--- config.mk ---
export PLATFORM = sky130hd
export DESIGN_NAME = countdown_timer_pair
export DESIGN_NICKNAME = d
export VERILOG_FILES = /design/src/rtl/tmr_pkg.sv /design/src/rtl/tmr_regif.sv /design/src/rtl/tmr_channel.sv /design/src/rtl/tmr_irq.sv /design/src/rtl/countdown_timer_pair.sv
export SDC_FILE = /design/constraint.sdc
export NUM_CORES = 1
export LEC_CHECK = 0
export ABC_AREA = 1
export BUFFER_PORTS_ARGS = -buffer_cell sky130_fd_sc_hd__buf_4
export CORE_MARGIN = 4
export CORE_UTILIZATION = 40
export DETAILED_ROUTE_END_ITERATION = 12
export GPL_TIMING_DRIVEN = 0
export MAX_ROUTING_LAYER = met4
export PLACE_DENSITY = 0.64
export SETUP_SLACK_MARGIN = 0.4
export SLEW_MARGIN = 25
export SYNTH_ARGS = -nofsm -noshare
export SYNTH_HDL_FRONTEND = slang
export SYNTH_HIERARCHICAL = 1
export SYNTH_SLANG_ARGS = --single-unit
--- constraint.sdc ---
create_clock -name clk_i -period 4.2 [get_ports clk_i]
set_input_delay 0 -clock clk_i [delete_from_list [all_inputs] [get_ports clk_i]]
set_output_delay 0 -clock clk_i [all_outputs]
set_load 0.1 [all_outputs]
--- src/rtl/tmr_pkg.sv ---
package tmr_pkg;

  localparam int unsigned TMR_ADDR_W = 6;
  localparam int unsigned CTRL_OFF   = 0;

  // per-channel register offsets, 8 bytes apart from 0x10
  function automatic int unsigned reload_off(int unsigned ch);
    return 16 + 8 * ch;
  endfunction

  function automatic int unsigned count_off(int unsigned ch);
    return 20 + 8 * ch;
  endfunction

  // pending and mask registers follow the last channel
  function automatic int unsigned pend_off(int unsigned num_ch);
    return 16 + 8 * num_ch;
  endfunction

  function automatic int unsigned mask_off(int unsigned num_ch);
    return 20 + 8 * num_ch;
  endfunction

endpackage

--- src/rtl/tmr_regif.sv ---
module tmr_regif #(
  parameter int unsigned NUM_CH = 2,
  parameter int unsigned DATA_W = 32,
  parameter int unsigned ADDR_W = 6
) (
  input  logic                           clk_i,
  input  logic                           rst_ni,
  input  logic                           wr_en_i,
  input  logic                           rd_en_i,
  input  logic [ADDR_W-1:0]              addr_i,
  input  logic [DATA_W-1:0]              wr_data_i,
  output logic [2*NUM_CH-1:0]            ctrl_o,
  output logic [NUM_CH-1:0]              reload_wr_o,
  output logic [NUM_CH-1:0]              count_wr_o,
  output logic                           pend_wr_o,
  output logic                           mask_wr_o,
  input  logic [NUM_CH-1:0][DATA_W-1:0]  reload_q_i,
  input  logic [NUM_CH-1:0][DATA_W-1:0]  count_q_i,
  input  logic [NUM_CH-1:0]              pend_q_i,
  input  logic [NUM_CH-1:0]              mask_q_i,
  output logic [DATA_W-1:0]              rd_data_o
);
  localparam int unsigned CTRL_W = 2 * NUM_CH;
  localparam logic [ADDR_W-1:0] A_CTRL = ADDR_W'(tmr_pkg::CTRL_OFF);
  localparam logic [ADDR_W-1:0] A_PEND = ADDR_W'(tmr_pkg::pend_off(NUM_CH));
  localparam logic [ADDR_W-1:0] A_MASK = ADDR_W'(tmr_pkg::mask_off(NUM_CH));

  logic [DATA_W-1:0] rd_mux;
  logic              ctrl_wr;

  assign ctrl_wr   = wr_en_i && (addr_i == A_CTRL);
  assign pend_wr_o = wr_en_i && (addr_i == A_PEND);
  assign mask_wr_o = wr_en_i && (addr_i == A_MASK);

  always_comb begin
    reload_wr_o = '0;
    count_wr_o  = '0;
    for (int unsigned ch = 0; ch < NUM_CH; ch++) begin
      reload_wr_o[ch] = wr_en_i && (addr_i == ADDR_W'(tmr_pkg::reload_off(ch)));
      count_wr_o[ch]  = wr_en_i && (addr_i == ADDR_W'(tmr_pkg::count_off(ch)));
    end
  end

  always_comb begin
    rd_mux = '0;
    if (addr_i == A_CTRL) rd_mux = DATA_W'(ctrl_o);
    if (addr_i == A_PEND) rd_mux = DATA_W'(pend_q_i);
    if (addr_i == A_MASK) rd_mux = DATA_W'(mask_q_i);
    for (int unsigned ch = 0; ch < NUM_CH; ch++) begin
      if (addr_i == ADDR_W'(tmr_pkg::reload_off(ch))) rd_mux = reload_q_i[ch];
      if (addr_i == ADDR_W'(tmr_pkg::count_off(ch)))  rd_mux = count_q_i[ch];
    end
  end

  always_ff @(posedge clk_i or negedge rst_ni) begin
    if (!rst_ni) begin
      ctrl_o    <= '0;
      rd_data_o <= '0;
    end else begin
      if (ctrl_wr) ctrl_o <= wr_data_i[CTRL_W-1:0];
      if (rd_en_i) rd_data_o <= rd_mux;
    end
  end

  AST_RD_HOLD: assert property (@(posedge clk_i) disable iff (!rst_ni)
    !rd_en_i |=> $stable(rd_data_o));

endmodule

--- src/rtl/tmr_channel.sv ---
module tmr_channel #(
  parameter int unsigned CNT_W = 32
) (
  input  logic             clk_i,
  input  logic             rst_ni,
  input  logic             run_en_i,
  input  logic             reload_en_i,
  input  logic             reload_wr_i,
  input  logic             count_wr_i,
  input  logic [CNT_W-1:0] wr_data_i,
  output logic [CNT_W-1:0] reload_q_o,
  output logic [CNT_W-1:0] count_q_o,
  output logic             expire_o
);
  logic armed_q;
  logic at_zero;

  // next live count: load beats counting, zero refills or rests
  function automatic logic [CNT_W-1:0] next_count(
    input logic [CNT_W-1:0] cur,
    input logic [CNT_W-1:0] refill,
    input logic             run,
    input logic             rld,
    input logic             load,
    input logic [CNT_W-1:0] load_val
  );
    if (load)          return load_val;
    if (!run)          return cur;
    if (cur == '0)     return rld ? refill : '0;
    return cur - CNT_W'(1);
  endfunction

  assign at_zero  = (count_q_o == '0);
  assign expire_o = run_en_i && at_zero && !count_wr_i && (reload_en_i || armed_q);

  always_ff @(posedge clk_i or negedge rst_ni) begin
    if (!rst_ni) begin
      count_q_o  <= '0;
      reload_q_o <= '0;
      armed_q    <= 1'b0;
    end else begin
      count_q_o <= next_count(count_q_o, reload_q_o, run_en_i, reload_en_i,
                              count_wr_i, wr_data_i);
      if (reload_wr_i) reload_q_o <= wr_data_i;
      if (count_wr_i)                     armed_q <= 1'b1;
      else if (expire_o && !reload_en_i)  armed_q <= 1'b0;
    end
  end

  AST_STEP_ONE: assert property (@(posedge clk_i) disable iff (!rst_ni)
    run_en_i && !count_wr_i && !at_zero |=> count_q_o == $past(count_q_o) - CNT_W'(1));
  AST_FROZEN: assert property (@(posedge clk_i) disable iff (!rst_ni)
    !run_en_i && !count_wr_i |=> $stable(count_q_o));
  AST_REFILL: assert property (@(posedge clk_i) disable iff (!rst_ni)
    expire_o && reload_en_i |=> count_q_o == $past(reload_q_o));
  AST_REST_ZERO: assert property (@(posedge clk_i) disable iff (!rst_ni)
    run_en_i && !reload_en_i && at_zero && !count_wr_i |=> at_zero);
  AST_SINGLE_SHOT: assert property (@(posedge clk_i) disable iff (!rst_ni)
    expire_o && !reload_en_i |=> !expire_o || reload_en_i);
  AST_LOAD_NOW: assert property (@(posedge clk_i) disable iff (!rst_ni)
    count_wr_i |=> count_q_o == $past(wr_data_i));

endmodule

--- src/rtl/tmr_irq.sv ---
module tmr_irq #(
  parameter int unsigned NUM_CH = 2
) (
  input  logic              clk_i,
  input  logic              rst_ni,
  input  logic [NUM_CH-1:0] expire_i,
  input  logic              pend_wr_i,
  input  logic              mask_wr_i,
  input  logic [NUM_CH-1:0] wr_bits_i,
  output logic [NUM_CH-1:0] pend_q_o,
  output logic [NUM_CH-1:0] mask_q_o,
  output logic              irq_o
);
  logic [NUM_CH-1:0] pend_kept;
  logic [NUM_CH-1:0] live_req;

  // zero bits acknowledge, one bits keep; new expiries always land
  assign pend_kept = pend_wr_i ? (pend_q_o & wr_bits_i) : pend_q_o;
  assign live_req  = pend_q_o & mask_q_o;

  always_ff @(posedge clk_i or negedge rst_ni) begin
    if (!rst_ni) begin
      pend_q_o <= '0;
      mask_q_o <= '0;
      irq_o    <= 1'b0;
    end else begin
      pend_q_o <= pend_kept | expire_i;
      if (mask_wr_i) mask_q_o <= wr_bits_i;
      irq_o <= |live_req;
    end
  end

  AST_PEND_SET: assert property (@(posedge clk_i) disable iff (!rst_ni)
    (expire_i != '0) |=> (pend_q_o & $past(expire_i)) == $past(expire_i));
  AST_ACK_BITS: assert property (@(posedge clk_i) disable iff (!rst_ni)
    pend_wr_i && (expire_i == '0) |=> pend_q_o == ($past(pend_q_o) & $past(wr_bits_i)));
  AST_IRQ_RISE: assert property (@(posedge clk_i) disable iff (!rst_ni)
    (live_req != '0) |=> irq_o);
  AST_MASKED_QUIET: assert property (@(posedge clk_i) disable iff (!rst_ni)
    (live_req == '0) |=> !irq_o);

endmodule

--- src/rtl/countdown_timer_pair.sv ---
module countdown_timer_pair #(
  parameter int unsigned NUM_CH = 2,
  parameter int unsigned CNT_W  = 32
) (
  input  logic                          clk_i,
  input  logic                          rst_ni,
  input  logic                          wr_en_i,
  input  logic                          rd_en_i,
  input  logic [tmr_pkg::TMR_ADDR_W-1:0] addr_i,
  input  logic [CNT_W-1:0]              wr_data_i,
  output logic [CNT_W-1:0]              rd_data_o,
  output logic                          irq_o
);
  localparam int unsigned ADDR_W = tmr_pkg::TMR_ADDR_W;
  localparam int unsigned CTRL_W = 2 * NUM_CH;

  logic [CTRL_W-1:0]            ctrl_q;
  logic [NUM_CH-1:0]            reload_wr;
  logic [NUM_CH-1:0]            count_wr;
  logic                         pend_wr;
  logic                         mask_wr;
  logic [NUM_CH-1:0][CNT_W-1:0] reload_q;
  logic [NUM_CH-1:0][CNT_W-1:0] count_q;
  logic [NUM_CH-1:0]            expire;
  logic [NUM_CH-1:0]            pend_q;
  logic [NUM_CH-1:0]            mask_q;

  tmr_regif #(
    .NUM_CH (NUM_CH),
    .DATA_W (CNT_W),
    .ADDR_W (ADDR_W)
  ) regif_i (
    .clk_i       (clk_i),
    .rst_ni      (rst_ni),
    .wr_en_i     (wr_en_i),
    .rd_en_i     (rd_en_i),
    .addr_i      (addr_i),
    .wr_data_i   (wr_data_i),
    .ctrl_o      (ctrl_q),
    .reload_wr_o (reload_wr),
    .count_wr_o  (count_wr),
    .pend_wr_o   (pend_wr),
    .mask_wr_o   (mask_wr),
    .reload_q_i  (reload_q),
    .count_q_i   (count_q),
    .pend_q_i    (pend_q),
    .mask_q_i    (mask_q),
    .rd_data_o   (rd_data_o)
  );

  for (genvar ch = 0; ch < NUM_CH; ch++) begin : g_chan
    tmr_channel #(.CNT_W(CNT_W)) chan_i (
      .clk_i       (clk_i),
      .rst_ni      (rst_ni),
      .run_en_i    (ctrl_q[2*ch]),
      .reload_en_i (ctrl_q[2*ch+1]),
      .reload_wr_i (reload_wr[ch]),
      .count_wr_i  (count_wr[ch]),
      .wr_data_i   (wr_data_i),
      .reload_q_o  (reload_q[ch]),
      .count_q_o   (count_q[ch]),
      .expire_o    (expire[ch])
    );
  end

  tmr_irq #(.NUM_CH(NUM_CH)) irq_i (
    .clk_i     (clk_i),
    .rst_ni    (rst_ni),
    .expire_i  (expire),
    .pend_wr_i (pend_wr),
    .mask_wr_i (mask_wr),
    .wr_bits_i (wr_data_i[NUM_CH-1:0]),
    .pend_q_o  (pend_q),
    .mask_q_o  (mask_q),
    .irq_o     (irq_o)
  );

endmodule

* Word-level counts from Yosys, hierarchy flattened
Cells that the tools add are included.
** Word-level totals
- Register bits :: 171
- Input bits :: 42
- Output and inout port bits :: 33
- Logic and storage cells :: 87
** Cells by class
- $add $sub $neg :: 2
- Equal/unequal tests :: 6
- Mux-type cells :: 38
- Bitwise gates (word level) :: 3
- Reduce and logical (&&, ||, !) cells :: 27
** Operator list (number)
- two-way mux 32 bit :: 18
- zero test 32 bit :: 2
- subtractor 32 x 1 -> 32 bit, second input constant :: 2
- equality test 6 x 5 -> 1 bit, second input constant :: 4
- two-way mux 1 bit :: 16
- logical AND 1 bit :: 15
- equality test 6 bit, second input constant :: 2
- two-way mux 4 bit :: 3
- zero test 6 bit :: 1
- AND 2 bit :: 2
- zero test 1 bit :: 4
- nonzero test 2 bit :: 2
- logical OR 1 bit :: 2
- two-way mux 2 bit :: 1
- bitwise OR 2 bit :: 1
- OR reduction 2 bit :: 1

* Logic depth before layout (Yosys ltp)
- Depth in word-level cells :: 9
- Depth in mapped cells :: 13
- Mapped depth without buffers :: 12

* Hierarchy
The synthesis kept the hierarchy.
** Modules (own cells, without submodules)
- tmr_channel at g_chan[1].chan_i :: times used 1, cells an instance 616, area each 4271.6 µm², sequential area each 1626.6 µm²
- tmr_channel at g_chan[0].chan_i :: times used 1, cells an instance 614, area each 4196.5 µm², sequential area each 1626.6 µm²
- tmr_regif :: times used 1, cells an instance 339, area each 2347.3 µm², sequential area each 900.9 µm²
- tmr_irq :: times used 1, cells an instance 22, area each 191.4 µm², sequential area each 125.1 µm²

* Least setup slack after synthesis
No wires, ideal clock.
- Path kind :: in2reg
- From :: input port addr_i[1] (netlist name)
- To :: register g_chan[1].chan_i.reload_q_o[10]
- Setup time :: 0.133 ns
- Arrival time :: 1.561 ns
- Required time :: 4.067 ns
- Path slack :: 2.506 ns
- Stages on the path :: 9
- Path buffers :: 3
- Path through :: nor2_4 > nand3_2 > nor2_4 > buf_4 > inv_1 > nor2_1 > buf_1 > clkbuf_1 > a21oi_1
** Between the ends
- Word-level cells in the longest chain between the ends :: 2
** RTL lines
- from (decl) :: RTL line countdown_timer_pair.sv:9 : input logic [tmr_pkg::TMR_ADDR_W-1:0] addr_i,
- equality test 6 x 5 -> 1 bit :: RTL line tmr_regif.sv:39 : reload_wr_o[ch] = wr_en_i && (addr_i == ADDR_W'(tmr_pkg::reload_off(ch)));
- logical AND 1 bit :: RTL line tmr_regif.sv:39
- named net reload_wr[1] :: RTL line countdown_timer_pair.sv:18 : logic [NUM_CH-1:0] reload_wr;
- to (signal assigned) :: RTL line tmr_channel.sv:44 : if (reload_wr_i) reload_q_o <= wr_data_i;
- to (decl) :: RTL line tmr_channel.sv:11 : output logic [CNT_W-1:0] reload_q_o,
The timed path passes the listed nets, and every way through them passes these cells.
A chain may end at the register's enable or synchronous reset.

* Worst setup path after layout
- From :: input port addr_i[4] (netlist name)
- To :: register g_chan[1].chan_i.count_q_o[18]
** Between the ends
- Word-level cells in the longest chain between the ends :: 4
** RTL lines
- equality test 6 x 5 -> 1 bit :: RTL line tmr_regif.sv:40 : count_wr_o[ch] = wr_en_i && (addr_i == ADDR_W'(tmr_pkg::count_off(ch)));
- logical AND 1 bit :: RTL line tmr_regif.sv:40
- named net count_wr[1] :: RTL line countdown_timer_pair.sv:19 : logic [NUM_CH-1:0] count_wr;
- two-way mux 1 bit :: RTL line tmr_channel.sv:27 : if (load) return load_val;
- two-way mux 32 bit :: RTL line tmr_channel.sv:28 : if (!run) return cur;
- to (signal assigned) :: RTL line tmr_channel.sv:42 : count_q_o <= next_count(count_q_o, reload_q_o, run_en_i, reload_en_i,
- to (decl) :: RTL line tmr_channel.sv:12 : output logic [CNT_W-1:0] count_q_o,
The timed path passes the listed nets, and every way through them passes these cells.

==> flow_metrics.py <==
metrics = {
    "critical_path": {
        "crit_type": "input port to flip-flop",
        "crit_path_end_kind": "flip-flop",
        "worst-r2r-setup-slack_ps": 1970,
        "critPathMaxFanout": 10,
        "r2r-end": "g_chan[1].chan_i/count_q_o[18]",
        "start_kind": "input port",
        "worstPathRequired_ps": 4520,
        "r2r-start": "g_chan[1].chan_i/count_q_o[0]",
        "crit_arrival_ps": 3140,
        "reg2regPathDepth": 11,
    },
    "synthesis": {
        "yosysTopAreaCellShare": 0.3888,
        "syn_area_sq_um": 11010,
        "ys_seq_elements": 171,
        "synth_cell_types": 33,
        "synth_fp_nets": 1637,
        "postSynthCellCount": 1591,
        "yosys.area.top_type": "dfrtp_1",
        "syn_area_per_cell_sq_um": 6.918,
        "ys_seq_area_frac": 0.3888,
        "synthTopCellsByArea": "dfrtp_1, nand2_1, nor2_1, nand3_1, inv_1",
        "yosys_warnings": 6,
    },
    "timing": {
        "setup_viol": 0,
        "fin_skew_ps": 16.07,
        "whs_ps": 26.46,
        "rsz0062_at_grt": "false",
        "fin_crit_sh": 0.6701,
        "max_clock_freq_mhz": 355.3,
        "hold_viol": 0,
        "worst_pin_slew_ps": 909.7,
        "slew_viol_final": 0,
        "period_minus_slack_ps": 2815,
        "slew_headroom": 0.3936,
        "tns_ps": 0,
    },
    "routing": {
        "vias": 11360,
        "routed_wl_um": 40540,
        "route.detailed.drc": 0,
        "avgRoutedWirePerCell_um": 19.50,
        "viasPerCell": 5.462,
        "drt-initial-drc-count": 1053,
        "drtPass1Iterations": 7,
        "ant_nets": 0,
    },
    "clocking": {
        "cts_tree": "built",
        "cts_htree_levels": 4,
        "cts.sinks": 171,
        "cts_resized": 0,
        "cts.reportedPaths.clkPinSlew_ps": 80,
        "clk_latency_ps": 440,
        "cts_max_path_buffers": 2,
        "root_buffer": "clkbuf_16",
        "numCtsBuffers": 17,
    },
    "global_route": {
        "grt_pass1_wl_um": 62220,
        "gr-total-overflow": 0,
        "antenna_found_initial": 0,
        "track_usage": 0.2729,
        "grt_max_degree": 81,
        "grt_pass1_vias": 10920,
    },
    "power": {
        "power.density_nw_per_um2": 584.9,
        "total_power_mw": 7.620,
        "ir_drop_v": 0.0002668,
        "p_leak_nw": 6.635,
    },
    "floorplanning": {
        "die-area_sq_um": 30230,
        "boundaryPins": 75,
        "die-width_um": 173.9,
        "initial_utilization": 0.4073,
        "fp-row-count": 60,
        "die_h_um": 173.9,
        "core_region_area_sq_um": 27030,
    },
    "placement": {
        "port_buffers": 74,
        "hpwlAfterDp_um": 32210,
        "gp_congestion": 0.9460,
    },
    "outcome": {
        "status": "completed",
    },
    "cells_and_area": {
        "diodes": 0,
        "drive_gt1_frac": 0.1369,
        "area_growth_pct": 18.35,
        "num-nets-final": 1771,
    },
    "min_path": {
        "min_path_type": "input port to flip-flop",
        "hold_path_startpoint": "addr_i[3]",
        "hold_depth": 7,
        "hold_path_end": "irq_i/pend_q_o[0]",
    },
    "run": {
        "max-cap-violations": 0,
    },
}
## critical path: stages
cell,delay (ps)
dlygate4sd3_1,530
buf_4,150
inv_2,60
nor2_4,40
nand3_2,180
nor2_4,120
inv_2,130
buf_2,280
nor2_1,130
nor2_1,630
clkbuf_1,560
nor2_1,110
nand2_1,130
nand2_1,60
## repair_timing
item	in CTS	in global routing
hold buffers	39	0
hold endpoints to repair	229	0
setup buffers	0	0
## registers in the layout (all words and copies together), names as in the netlist
name	flops
irq_i/irq_o	1
g_chan.chan_i/armed_q	2
irq_i/mask_q_o	2
g_chan.chan_i/count_q_o	64
irq_i/pend_q_o	2
regif_i/rd_data_o	32
regif_i/ctrl_o	4
g_chan.chan_i/reload_q_o	64
## cells in the mapped netlist, drive strengths merged
| cell | n |
|---|---|
| dfrtp | 171 |
| nand3b | 1 |
| nor3 | 5 |
| o31ai | 1 |
| nor2 | 260 |
| nand3 | 153 |
| xnor2 | 16 |
| and3 | 17 |
| inv | 122 |
| ha | 4 |
| a21oi | 81 |
| clkinv | 1 |
| nand2 | 526 |
| nor4 | 2 |
| o21ai | 90 |
| o21bai | 13 |
| clkbuf | 38 |
| xor2 | 11 |
| buf | 27 |
| nand4 | 18 |
| mux2 | 34 |
## cells in the final DEF (no fill, tap or decap), drive strengths merged
cell	synthesis	final
nand3b	1	1
clkbuf	38	56
nor4	2	2
o31ai	1	1
inv	122	130
nor2	260	260
nor3	5	5
buf	27	104
ha	4	4
xor2	11	11
o21bai	13	13
a21oi	81	81
xnor2	16	16
nand4	18	18
dfrtp	171	171
nand2	526	526
mux2	34	34
o21ai	90	90
and3	17	17
nand3	153	153
dlygate4sd3	0	38
clkinv	1	7
## power by group
group | switching [mW] | internal, mW | total [mW]
sequential | 0.646 | 2.02 | 2.67
clock | 0.782 | 0.812 | 1.59
combinational | 2.23 | 1.13 | 3.36
total | 3.65 | 3.96 | 7.62
## logic make-up (layout without fill, tap and decap cells)
kind of cell / count (synthesis) / after routing / share of synthesized area
flip-flops: 171 / 171 / 0.3888
multiplexers: 34 / 34 / 0.03478
XOR/XNOR: 27 / 27 / 0.02148
buffers and inverters: 188 / 335 / 0.07264
adder cells (fa/ha/maj): 4 / 4 / 0.004547
AO/OA/AOI/OAI: 185 / 185 / 0.08730
AND/OR/NAND/NOR: 982 / 982 / 0.3905
## how the worst max path moves through the flow
| stage | startpoint | to | cells after the start |
|---|---|---|---|
| 3_5_place_dp | addr_i[4] | g_chan[1].chan_i/count_q_o[18] | 13 |
| 6_report | addr_i[4] | g_chan[1].chan_i/count_q_o[18] | 14 |
| 3_3_place_gp | addr_i[4] | g_chan[1].chan_i/count_q_o[18] | 13 |
| 5_1_grt | addr_i[4] | g_chan[1].chan_i/count_q_o[18] | 14 |
| 4_1_cts | addr_i[4] | g_chan[1].chan_i/count_q_o[18] | 14 |
| 2_1_floorplan | addr_i[1] | g_chan[1].chan_i/reload_q_o[10] | 9 |
## area by class of cell
class / count / area, sq um
buffer: 65 / 336.6
clock buffer: 18 / 439.2
multi-input combinational: 1232 / 5928
sequential: 171 / 4279
tap: 341 / 426.7
clock inverter: 14 / 150.1
timing repair buffer: 115 / 1003
inverter: 123 / 462.9
fill: 2793 / 14000
## per-layer routing
layer	global-route usage	wire length (um)	up-vias
met5	-	0	-
met4	0.07522	1064	0
met3	0.02879	2994	64
met2	0.4185	18210	482
met1	0.3866	18270	5435
li1	-	-	5374
## through the flow
step	setup slack (ps)	cells	util	area (sq um)
after detailed placement	1645	2008	0.4459	12050
after floorplan	2506	1591	-	11010
after global placement	1671	2006	0.4436	11990
final	1385	2079	0.4820	13030
after CTS	1543	2079	0.4822	13030
after global routing	1256	2079	0.4820	13030
No activity file was read; power rests on OpenSTA's default activity.
